===== config.mk =====
export PLATFORM = sky130hd
export DESIGN_NAME = gpio_irq_detect
export DESIGN_NICKNAME = d
export VERILOG_FILES = /design/src/rtl/gid_pkg.sv /design/src/rtl/gid_regs.sv /design/src/rtl/gid_detect.sv /design/src/rtl/gid_status.sv /design/src/rtl/gpio_irq_detect.sv
export SDC_FILE = /design/constraint.sdc
export NUM_CORES = 1
export LEC_CHECK = 0
export BUFFER_PORTS_ARGS = -buffer_cell sky130_fd_sc_hd__buf_2
export CAP_MARGIN = 20
export CORE_ASPECT_RATIO = 0.5
export CORE_MARGIN = 10
export CORE_UTILIZATION = 27
export CTS_CLUSTER_SIZE = 30
export DETAILED_ROUTE_END_ITERATION = 6
export SLEW_MARGIN = 20
export SYNTH_ARGS = -nofsm -noshare
export SYNTH_HDL_FRONTEND = slang
export SYNTH_HIERARCHICAL = 1
export SYNTH_SLANG_ARGS = --single-unit

===== constraint.sdc =====
create_clock -name clk -period 2.1 [get_ports clk]
set_clock_uncertainty 0.15 [all_clocks]
set_input_delay 0.105 -clock clk [delete_from_list [all_inputs] [get_ports clk]]
set_output_delay 0.105 -clock clk [all_outputs]
set_load 0.02 [all_outputs]

===== src/rtl/gid_pkg.sv =====
`timescale 1ns/1ps
package gid_pkg;

    localparam int GID_PINS   = 8;
    localparam int GID_ADDR_W = 12;

    localparam logic [GID_ADDR_W-1:0] OFS_SENSE  = 12'h404;
    localparam logic [GID_ADDR_W-1:0] OFS_BOTH   = 12'h408;
    localparam logic [GID_ADDR_W-1:0] OFS_POL    = 12'h40C;
    localparam logic [GID_ADDR_W-1:0] OFS_MASK   = 12'h410;
    localparam logic [GID_ADDR_W-1:0] OFS_RAW    = 12'h414;
    localparam logic [GID_ADDR_W-1:0] OFS_MASKED = 12'h418;
    localparam logic [GID_ADDR_W-1:0] OFS_CLEAR  = 12'h41C;

    typedef logic [GID_PINS-1:0] pinvec_t;

    // Per-pin configuration held in the register bank
    typedef struct packed {
        pinvec_t sense;   // 1 = level, 0 = edge
        pinvec_t both;    // 1 = any edge
        pinvec_t pol;     // 1 = high / rising
        pinvec_t mask;    // 1 = forwarded to irq
    } gid_cfg_t;

    typedef enum logic [2:0] {
        SEL_NONE,
        SEL_SENSE,
        SEL_BOTH,
        SEL_POL,
        SEL_MASK,
        SEL_RAW,
        SEL_MASKED,
        SEL_CLEAR
    } gid_sel_e;

    function automatic gid_sel_e gid_decode(input logic [GID_ADDR_W-1:0] a);
        gid_sel_e s;
        case (a)
            OFS_SENSE:  s = SEL_SENSE;
            OFS_BOTH:   s = SEL_BOTH;
            OFS_POL:    s = SEL_POL;
            OFS_MASK:   s = SEL_MASK;
            OFS_RAW:    s = SEL_RAW;
            OFS_MASKED: s = SEL_MASKED;
            OFS_CLEAR:  s = SEL_CLEAR;
            default:    s = SEL_NONE;
        endcase
        return s;
    endfunction

    // Trigger decision for a single pin
    function automatic logic gid_pin_fires(
        input logic lvl,
        input logic any_edge,
        input logic pol,
        input logic is_out,
        input logic prev,
        input logic cur
    );
        logic match;
        logic moved;
        match = (cur == pol);
        moved = (cur != prev);
        if (lvl) begin
            return match;
        end
        return !is_out && moved && (any_edge || match);
    endfunction

endpackage


===== src/rtl/gid_regs.sv =====
`timescale 1ns/1ps
module gid_regs
    import gid_pkg::*;
#(
    parameter int DATA_W = 32
) (
    input  logic                  clk,
    input  logic                  rst,
    input  logic [GID_ADDR_W-1:0] bus_addr,
    input  logic                  bus_wr,
    input  logic [GID_PINS-1:0]   wbyte,
    input  pinvec_t               raw_vec,
    input  pinvec_t               masked_vec,
    output gid_cfg_t              cfg,
    output pinvec_t               clr_vec,
    output logic [DATA_W-1:0]     bus_rdata
);

    localparam int PAD_W = DATA_W - GID_PINS;

    gid_sel_e sel;
    gid_cfg_t cfg_q;
    pinvec_t  rd_byte;

    assign sel = gid_decode(bus_addr);

    always_ff @(posedge clk) begin
        if (rst) begin
            cfg_q <= '0;
        end else if (bus_wr) begin
            case (sel)
                SEL_SENSE: cfg_q.sense <= wbyte;
                SEL_BOTH:  cfg_q.both  <= wbyte;
                SEL_POL:   cfg_q.pol   <= wbyte;
                SEL_MASK:  cfg_q.mask  <= wbyte;
                default:   ;
            endcase
        end
    end

    always_comb begin
        clr_vec = '0;
        if (bus_wr && (sel == SEL_CLEAR)) begin
            clr_vec = wbyte;
        end
    end

    always_comb begin
        case (sel)
            SEL_SENSE:  rd_byte = cfg_q.sense;
            SEL_BOTH:   rd_byte = cfg_q.both;
            SEL_POL:    rd_byte = cfg_q.pol;
            SEL_MASK:   rd_byte = cfg_q.mask;
            SEL_RAW:    rd_byte = raw_vec;
            SEL_MASKED: rd_byte = masked_vec;
            default:    rd_byte = '0;
        endcase
    end

    assign bus_rdata = {{PAD_W{1'b0}}, rd_byte};
    assign cfg       = cfg_q;

    // a mask write is visible on the next cycle
    a_r2_mask_store: assert property (@(posedge clk) disable iff (rst)
        (bus_wr && (sel == SEL_MASK)) |=> (cfg_q.mask == $past(wbyte)));

    // a write to the raw status offset leaves configuration untouched
    a_r11_ro_write: assert property (@(posedge clk) disable iff (rst)
        (bus_wr && (sel == SEL_RAW)) |=> $stable(cfg_q));

endmodule


===== src/rtl/gid_detect.sv =====
`timescale 1ns/1ps
module gid_detect
    import gid_pkg::*;
(
    input  logic     clk,
    input  logic     rst,
    input  gid_cfg_t cfg,
    input  pinvec_t  pin_dir,
    input  pinvec_t  pin_prev,
    input  pinvec_t  pin_cur,
    output pinvec_t  set_vec
);

    for (genvar g = 0; g < GID_PINS; g++) begin : g_pin
        assign set_vec[g] = gid_pin_fires(cfg.sense[g], cfg.both[g], cfg.pol[g],
                                          pin_dir[g], pin_prev[g], pin_cur[g]);
    end

    // output pins in edge mode never raise a set request
    a_r6_out_no_edge: assert property (@(posedge clk) disable iff (rst)
        (set_vec & pin_dir & ~cfg.sense) == '0);

    // pins that did not move cannot fire in edge mode
    a_r4_edge_needs_move: assert property (@(posedge clk) disable iff (rst)
        (set_vec & ~cfg.sense & ~(pin_prev ^ pin_cur)) == '0);

endmodule


===== src/rtl/gid_status.sv =====
`timescale 1ns/1ps
module gid_status
    import gid_pkg::*;
(
    input  logic    clk,
    input  logic    rst,
    input  pinvec_t set_vec,
    input  pinvec_t clr_vec,
    input  pinvec_t mask,
    output pinvec_t raw_vec,
    output pinvec_t masked_vec,
    output logic    irq
);

    pinvec_t raw_q;

    always_ff @(posedge clk) begin
        if (rst) begin
            raw_q <= '0;
        end else begin
            raw_q <= (raw_q & ~clr_vec) | set_vec;
        end
    end

    assign raw_vec    = raw_q;
    assign masked_vec = raw_q & mask;
    assign irq        = |masked_vec;

    // a cleared bit with no competing set reads 0 afterwards
    a_r7_clear_wins_alone: assert property (@(posedge clk) disable iff (rst)
        (|(clr_vec & ~set_vec)) |=> ((raw_q & $past(clr_vec & ~set_vec)) == '0));

    // a set request always lands, even against a clear
    a_r10_set_wins: assert property (@(posedge clk) disable iff (rst)
        (|set_vec) |=> ((raw_q & $past(set_vec)) == $past(set_vec)));

endmodule


===== src/rtl/gpio_irq_detect.sv =====
`timescale 1ns/1ps
module gpio_irq_detect
    import gid_pkg::*;
#(
    parameter int DATA_W = 32
) (
    input  logic                  clk,
    input  logic                  rst,
    input  logic [GID_ADDR_W-1:0] bus_addr,
    input  logic                  bus_wr,
    input  logic [DATA_W-1:0]     bus_wdata,
    output logic [DATA_W-1:0]     bus_rdata,
    input  logic [GID_PINS-1:0]   pin_cur,
    input  logic [GID_PINS-1:0]   pin_prev,
    input  logic [GID_PINS-1:0]   pin_dir,
    output logic [GID_PINS-1:0]   stat_raw,
    output logic [GID_PINS-1:0]   stat_masked,
    output logic                  irq_o
);

    gid_cfg_t cfg;
    pinvec_t  set_vec;
    pinvec_t  clr_vec;
    logic     wdata_unused;

    assign wdata_unused = ^bus_wdata[DATA_W-1:GID_PINS];

    gid_regs #(.DATA_W(DATA_W)) u_regs (
        .clk        (clk),
        .rst        (rst),
        .bus_addr   (bus_addr),
        .bus_wr     (bus_wr),
        .wbyte      (bus_wdata[GID_PINS-1:0]),
        .raw_vec    (stat_raw),
        .masked_vec (stat_masked),
        .cfg        (cfg),
        .clr_vec    (clr_vec),
        .bus_rdata  (bus_rdata)
    );

    gid_detect u_detect (
        .clk      (clk),
        .rst      (rst),
        .cfg      (cfg),
        .pin_dir  (pin_dir),
        .pin_prev (pin_prev),
        .pin_cur  (pin_cur),
        .set_vec  (set_vec)
    );

    gid_status u_status (
        .clk        (clk),
        .rst        (rst),
        .set_vec    (set_vec),
        .clr_vec    (clr_vec),
        .mask       (cfg.mask),
        .raw_vec    (stat_raw),
        .masked_vec (stat_masked),
        .irq        (irq_o)
    );

    // interrupt line tracks the masked raw vector
    a_r9_irq_any: assert property (@(posedge clk) disable iff (rst)
        irq_o == ((stat_raw & cfg.mask) != '0));

    // masked vector never shows a bit absent from the raw vector
    a_r8_masked_subset: assert property (@(posedge clk) disable iff (rst)
        (stat_masked & ~stat_raw) == '0);

endmodule


[Word level (Yosys, flattened, before mapping)]
Index checks and enable logic that the tools add are counted.
Word-level totals
  memories: 0
  output and inout bits: 49
  memory bits (writable): 0
  flip-flop bits (word level): 40
  latch bits: 0
  input port bits: 71
  bits in read-only memories: 0
Cells by class
  $add $sub $neg: 0
  eq/ne operators: 30
  bitwise operators: 4
  shifts and indexed selects: 0
  $mul: 0
  divide/modulo/power cells: 0
  mux-type cells: 27
  $lt $le $gt $ge: 0
  reductions and logical operators: 38
Operators with widths (number)
  $eq 12x11->1 const B: 7
  $pmux 8 s6: 1
  $mux 1: 24
  $pmux 3 s7: 1
  $logic_and 1x1->1: 17
  $and 8x8->8: 2
  $eq 3x3->1 const B: 4
  $eq 1x1->1: 8
  $logic_not 1->1: 8
  $logic_or 1x1->1: 8
  $mux 8: 1
  $ne 1x1->1: 8
  $not 8->8: 1
  $or 8x8->8: 1
  $reduce_and 2->1: 4
  $reduce_or 8->1: 1
  $eq 3x2->1 const B: 2
  $eq 3x1->1 const B: 1

[Depth between registers and ports, before layout]
  depth in word-level cells: 8
  depth in mapped cells: 8
  depth with buffers taken out: 6

[Cells and area by module]
The synthesis kept the hierarchy.
By module, submodules not included
  gid_regs: area each 2084.5 µm², cells each 222, times used 1
  gid_detect: area each 490.5 µm², cells each 64, times used 1
  gid_status: area each 337.8 µm², cells each 44, times used 1

[Least setup slack after synthesis]
Ideal clock, no wire load.
  path type: in2out
  from: in bus_addr[1]
  to: out bus_rdata[0]
  stages on the path: 3
  buffers on the path: 0
  required time: 1845 ps
  arrival time: 1731 ps
  slack: 114 ps
  cell sequence: nor4_1 nand3_1 a311oi_1
On the way
  cells in the longest elaborated chain, start to end: 4
  elaborated cells between the ends (all ways): 15
  classes of those cells: eq/ne (13); mux (2)
Ends and longest elaborated chain
  from (decl): line gpio_irq_detect.sv:9  | input logic [GID_ADDR_W-1:0] bus_addr,
  $eq 12x11->1: line gid_pkg.sv:38  | case (a)
  $pmux 3 s7 (*): line gid_pkg.sv:38
  $eq 3x3->1, or another cell as far along: line gid_regs.sv:49  | case (sel)
  $pmux 8 s6 (*): line gid_regs.sv:49
  to (decl): line gpio_irq_detect.sv:12  | output logic [DATA_W-1:0] bus_rdata,
Mark *: on every way between the ends. The rest lies on a longest branch, timed or not.

[Worst setup path in the final report]
  from: reg u_status.raw_q[1] (netlist: u_status/raw_vec[1])
  to: out irq_o
On the way
  cells in the longest elaborated chain, start to end: 2
Ends and longest elaborated chain
  from (decl): line gid_status.sv:15  | pinvec_t raw_q;
  from (signal assigned): line gid_status.sv:21  | raw_q <= (raw_q & ~clr_vec) | set_vec;
  $and 8x8->8: line gid_status.sv:26  | assign masked_vec = raw_q & mask;
  $reduce_or 8->1: line gid_status.sv:27  | assign irq = |masked_vec;
  to (decl): line gpio_irq_detect.sv:18  | output logic irq_o
No other way between the ends.

==> parameters.txt <==
Parameter                              Value

Global routing
  Antenna violations before repair ... 0
  Tot GR Track Use ... 9.80%
  Total congestion overflow after global routing ... 0
  Global-route wire length before repair ... 12.9 mm
  Maximum number of pins on one net before global-route repair ... 49
  Vias in the first global route ... 2541

Route
  Via/cell ratio ... 4.60
  Vias ... 2521
  Met3 Routed Length ... 378 um
  Routed metal-1 wirelength ... 3.45 mm
  Residual DRC ... 0
  Total Routed Length ... 7.92 mm
  Detailed route wirelength on metal2 ... 4.04 mm
  Wire length per cell after detailed routing ... 14.4 um
  Top Layer Used ... met4
  Number of nets with antenna violations after detailed routing ... 0
  Number of optimization iterations in the first detailed-route pass ... 4
  Initial drt markers ... 111

Setup path
  Worst setup path category ... reg2out
  Setup crit end kind ... primary output
  Crit path launch type ... flip-flop
  Worst path cell trace ... and2_4 > or4_4 > or4_4 > buf_6
  Critical path peak fanout ... 3
  Most prevalent standard cell on the critical path ... or4_4
  Crit path DAT ... 1.85 ns
  CP max stage delay ... 0.51 ns
  Slowest cell on the critical path ... or4_4
  Data required time at the worst endpoint ... 1.85 ns
  Depth of the worst register-to-register path ... 5

Worst hold path
  Type of the worst min-delay path ... in2reg
  Hold depth ... 4

Synthesis
  Fraction of the yosys area taken by sequential cells ... 27.5%
  Leading register cell type out of synthesis ... dfxtp_1
  Number of enable flip-flop cells after synthesis ... 0
  Gate count after technology mapping ... 330
  Count of unique library cells instantiated by Yosys ... 41
  Register bit total from synthesis ... 40
  Mapped cell area ... 2910 sq um
  Synth warnings ... 6
  Proportion of register bits with asynchronous set or reset after synthesis ... 0%
  Mean Syn Cell Area ... 8.83 sq um

Status
  Violated checks ... setup timing
  Outcome ... complete, but fails checks

Layout
  Area of all placed cells without fillers ... 3610 sq um
  Area of the multi-input gates ... 1950 sq um
  Final-stage net count ... 478
  Proportion of layout cells with a drive suffix above 1 ... 31.1%
  Storage element area ... 805 sq um
  Number of antenna diodes ... 0
  Fill cell instance count of the final layout ... 1058
  Area delta synth->final ... 24.1%

Die
  Die height ... 93.4 um
  Area enclosed by the die boundary ... 15600 sq um
  Initial cell density of the core ... 28.1%
  Placeable core region ... 10400 sq um
  Width of the die ... 167 um
  Number of placed I/O pins ... 120
  Number of placement rows ... 26

Flow run
  Max Cap Viol ... 0

Power
  IR drop worst, VDD ... 0.000315 V
  Post-route total power ... 1.95 mW
  Power Dens Cells ... 539 nW/um^2
  Leak pwr ... 1.59 nW

Clocking
  TritonCTS clock tree ... done
  Clock slew at reported path FFs ... 0.06 ns
  Worst-Skew Late Latency ... 0.28 ns
  Count of hold-fix buffers inserted at cts ... 0
  Cts bufs inserted ... 5
  Clock buffer depth ... 2
  Total number of clock tree sinks ... 40
  Buffer cell driving the clock tree root ... clkbuf_16
  H-Tree Level Count ... 2

Placement
  Dpl cell area ... 3390 sq um
  Number of port buffers ... 71
  Final Wtd Congestion ... 0.764
  Worst slack after detailed placement ... 0.105 ns
  Half-perimeter wire length after placement ... 6.06 mm

Timing
  Final slew viol count ... 0
  Least-Margin Pin Slew ... 0.635 ns
  Final count of hold timing violations ... 0
  Post-layout min period ... 2.11 ns
  FMAX ... 0.475 GHz
  Setup repair after global routing missed its margin ... true
  Final worst-path cycle share ... 100%
  Rel. slew slack ... 57.6%
  Final setup TNS ... -0.00599 ns
  Final number of setup-violating endpoints ... 1
  Final Worst Setup Slack ... -0.00599 ns
-- sequential cells by signal (all words and copies together), names as in the netlist --
| signal | count |
|---|---|
| u_status/raw_vec | 8 |
| u_regs/cfg | 32 |
-- Yosys cell counts (2+ instances only) --
| cell type | n | share of area, % |
|---|---|---|
| nor2_1 | 8 | 1.0 |
| or2_2 | 7 | 1.5 |
| dfxtp_1 | 40 | 27 |
| nor4_1 | 2 | 0.43 |
| a221oi_1 | 5 | 1.5 |
| a22oi_1 | 3 | 0.77 |
| inv_1 | 8 | 1.0 |
| a311oi_1 | 5 | 1.5 |
| clkbuf_1 | 10 | 1.3 |
| a21o_1 | 3 | 0.77 |
| a21oi_1 | 16 | 2.7 |
| and2_1 | 15 | 3.2 |
| mux2i_1 | 45 | 15 |
| nand3b_1 | 6 | 1.5 |
| and3b_1 | 2 | 0.60 |
| a31oi_1 | 3 | 0.64 |
| nand2b_1 | 48 | 10 |
| nor4b_2 | 8 | 4.1 |
| o21bai_1 | 8 | 2.1 |
| mux2_2 | 8 | 3.1 |
| nand2_1 | 16 | 2.1 |
| nor2b_1 | 11 | 2.4 |
| nand4_2 | 3 | 1.3 |
| or4_1 | 2 | 0.52 |
| buf_2 | 2 | 0.34 |
| o211ai_1 | 8 | 2.1 |
| buf_4 | 24 | 6.2 |
-- worst max-delay path, delay by kind of cell, from the launching register on --
kind,cells,cell delay (ns)
AND/OR/NAND/NOR,3,1.10
buffers and inverters,1,0.15
flip-flops,1,0.32
-- power by group --
part / internal (mW) / switching, mW / total, mW / leakage [nW]
clock: 0.626 / 0.300 / 0.925 / 0.0901
combinational: 0.0968 / 0.152 / 0.249 / 1.17
sequential: 0.768 / 0.00663 / 0.774 / 0.324
-- cell type report --
class,count,share of cell area (%)
Clock inverter,1,0.831
Tap cell,140,4.85
Sequential cell,40,22.3
Inverter,8,0.831
Clock buffer,7,4.22
Timing Repair Buffer,84,13.1
Multi-Input combinational cell,268,53.9
-- cell families after synthesis --
family,synth area share (%)
compound gates,12.1
buf+inv,8.98
flops,27.5
mux,18.6
other cells,0.129
simple gates,32.8
-- cell usage in the layout, fill, tap and decap left out, types with 11 or more instances in the layout --
master	synthesis	layout
buf_2	2	70
mux2i_1	45	45
nand2b_1	48	48
nor2b_1	11	11
and2_1	15	13
conb_1	1	24
buf_4	24	12
nand2_1	16	16
a21oi_1	16	16
dfxtp_1	40	37
-- routing by layer --
metal | vias to the layer above | track usage [%]
met4 | 0 | 2.25
met5 | - | 0
met2 | 46 | 18.6
met3 | 4 | 2.63
met1 | 1193 | 10.8
li1 | 1278 | -
-- per-stage QoR --
| stage | utilization (%) | hold WS, ns | std cells |
|---|---|---|---|
| global placement | 32.7 | 0.310 | 538 |
| floorplan | - | 0.176 | 353 |
| global route | 34.8 | 0.0536 | 548 |
| finish | 34.8 | 0.0270 | 548 |
| CTS | 34.8 | 0.0249 | 548 |
| detailed placement | 32.7 | 0.319 | 538 |
-- path summary, 6_finish.rpt --
| path | startpoint | endpoint | slack, ns |
|---|---|---|---|
| setup / recovery | u_status/raw_vec[1] | irq_o | -0.006 |
| hold / removal | pin_cur[3] | u_status/raw_vec[3] | 0.03 |
| setup reg to reg | u_regs/cfg[24] | u_status/raw_vec[0] | 0.85 |
| hold reg to reg | u_regs/cfg[7] | u_regs/cfg[7] | 0.33 |
-- timing repair --
action                     in CTS  in global routing
gates resized for setup         8                  1
setup endpoints to repair       1                  1
gates cloned                    0                  0
pin swaps                       2                  0
buffers inserted                2                  0
Note: power is estimated with default switching activity, not from simulation.
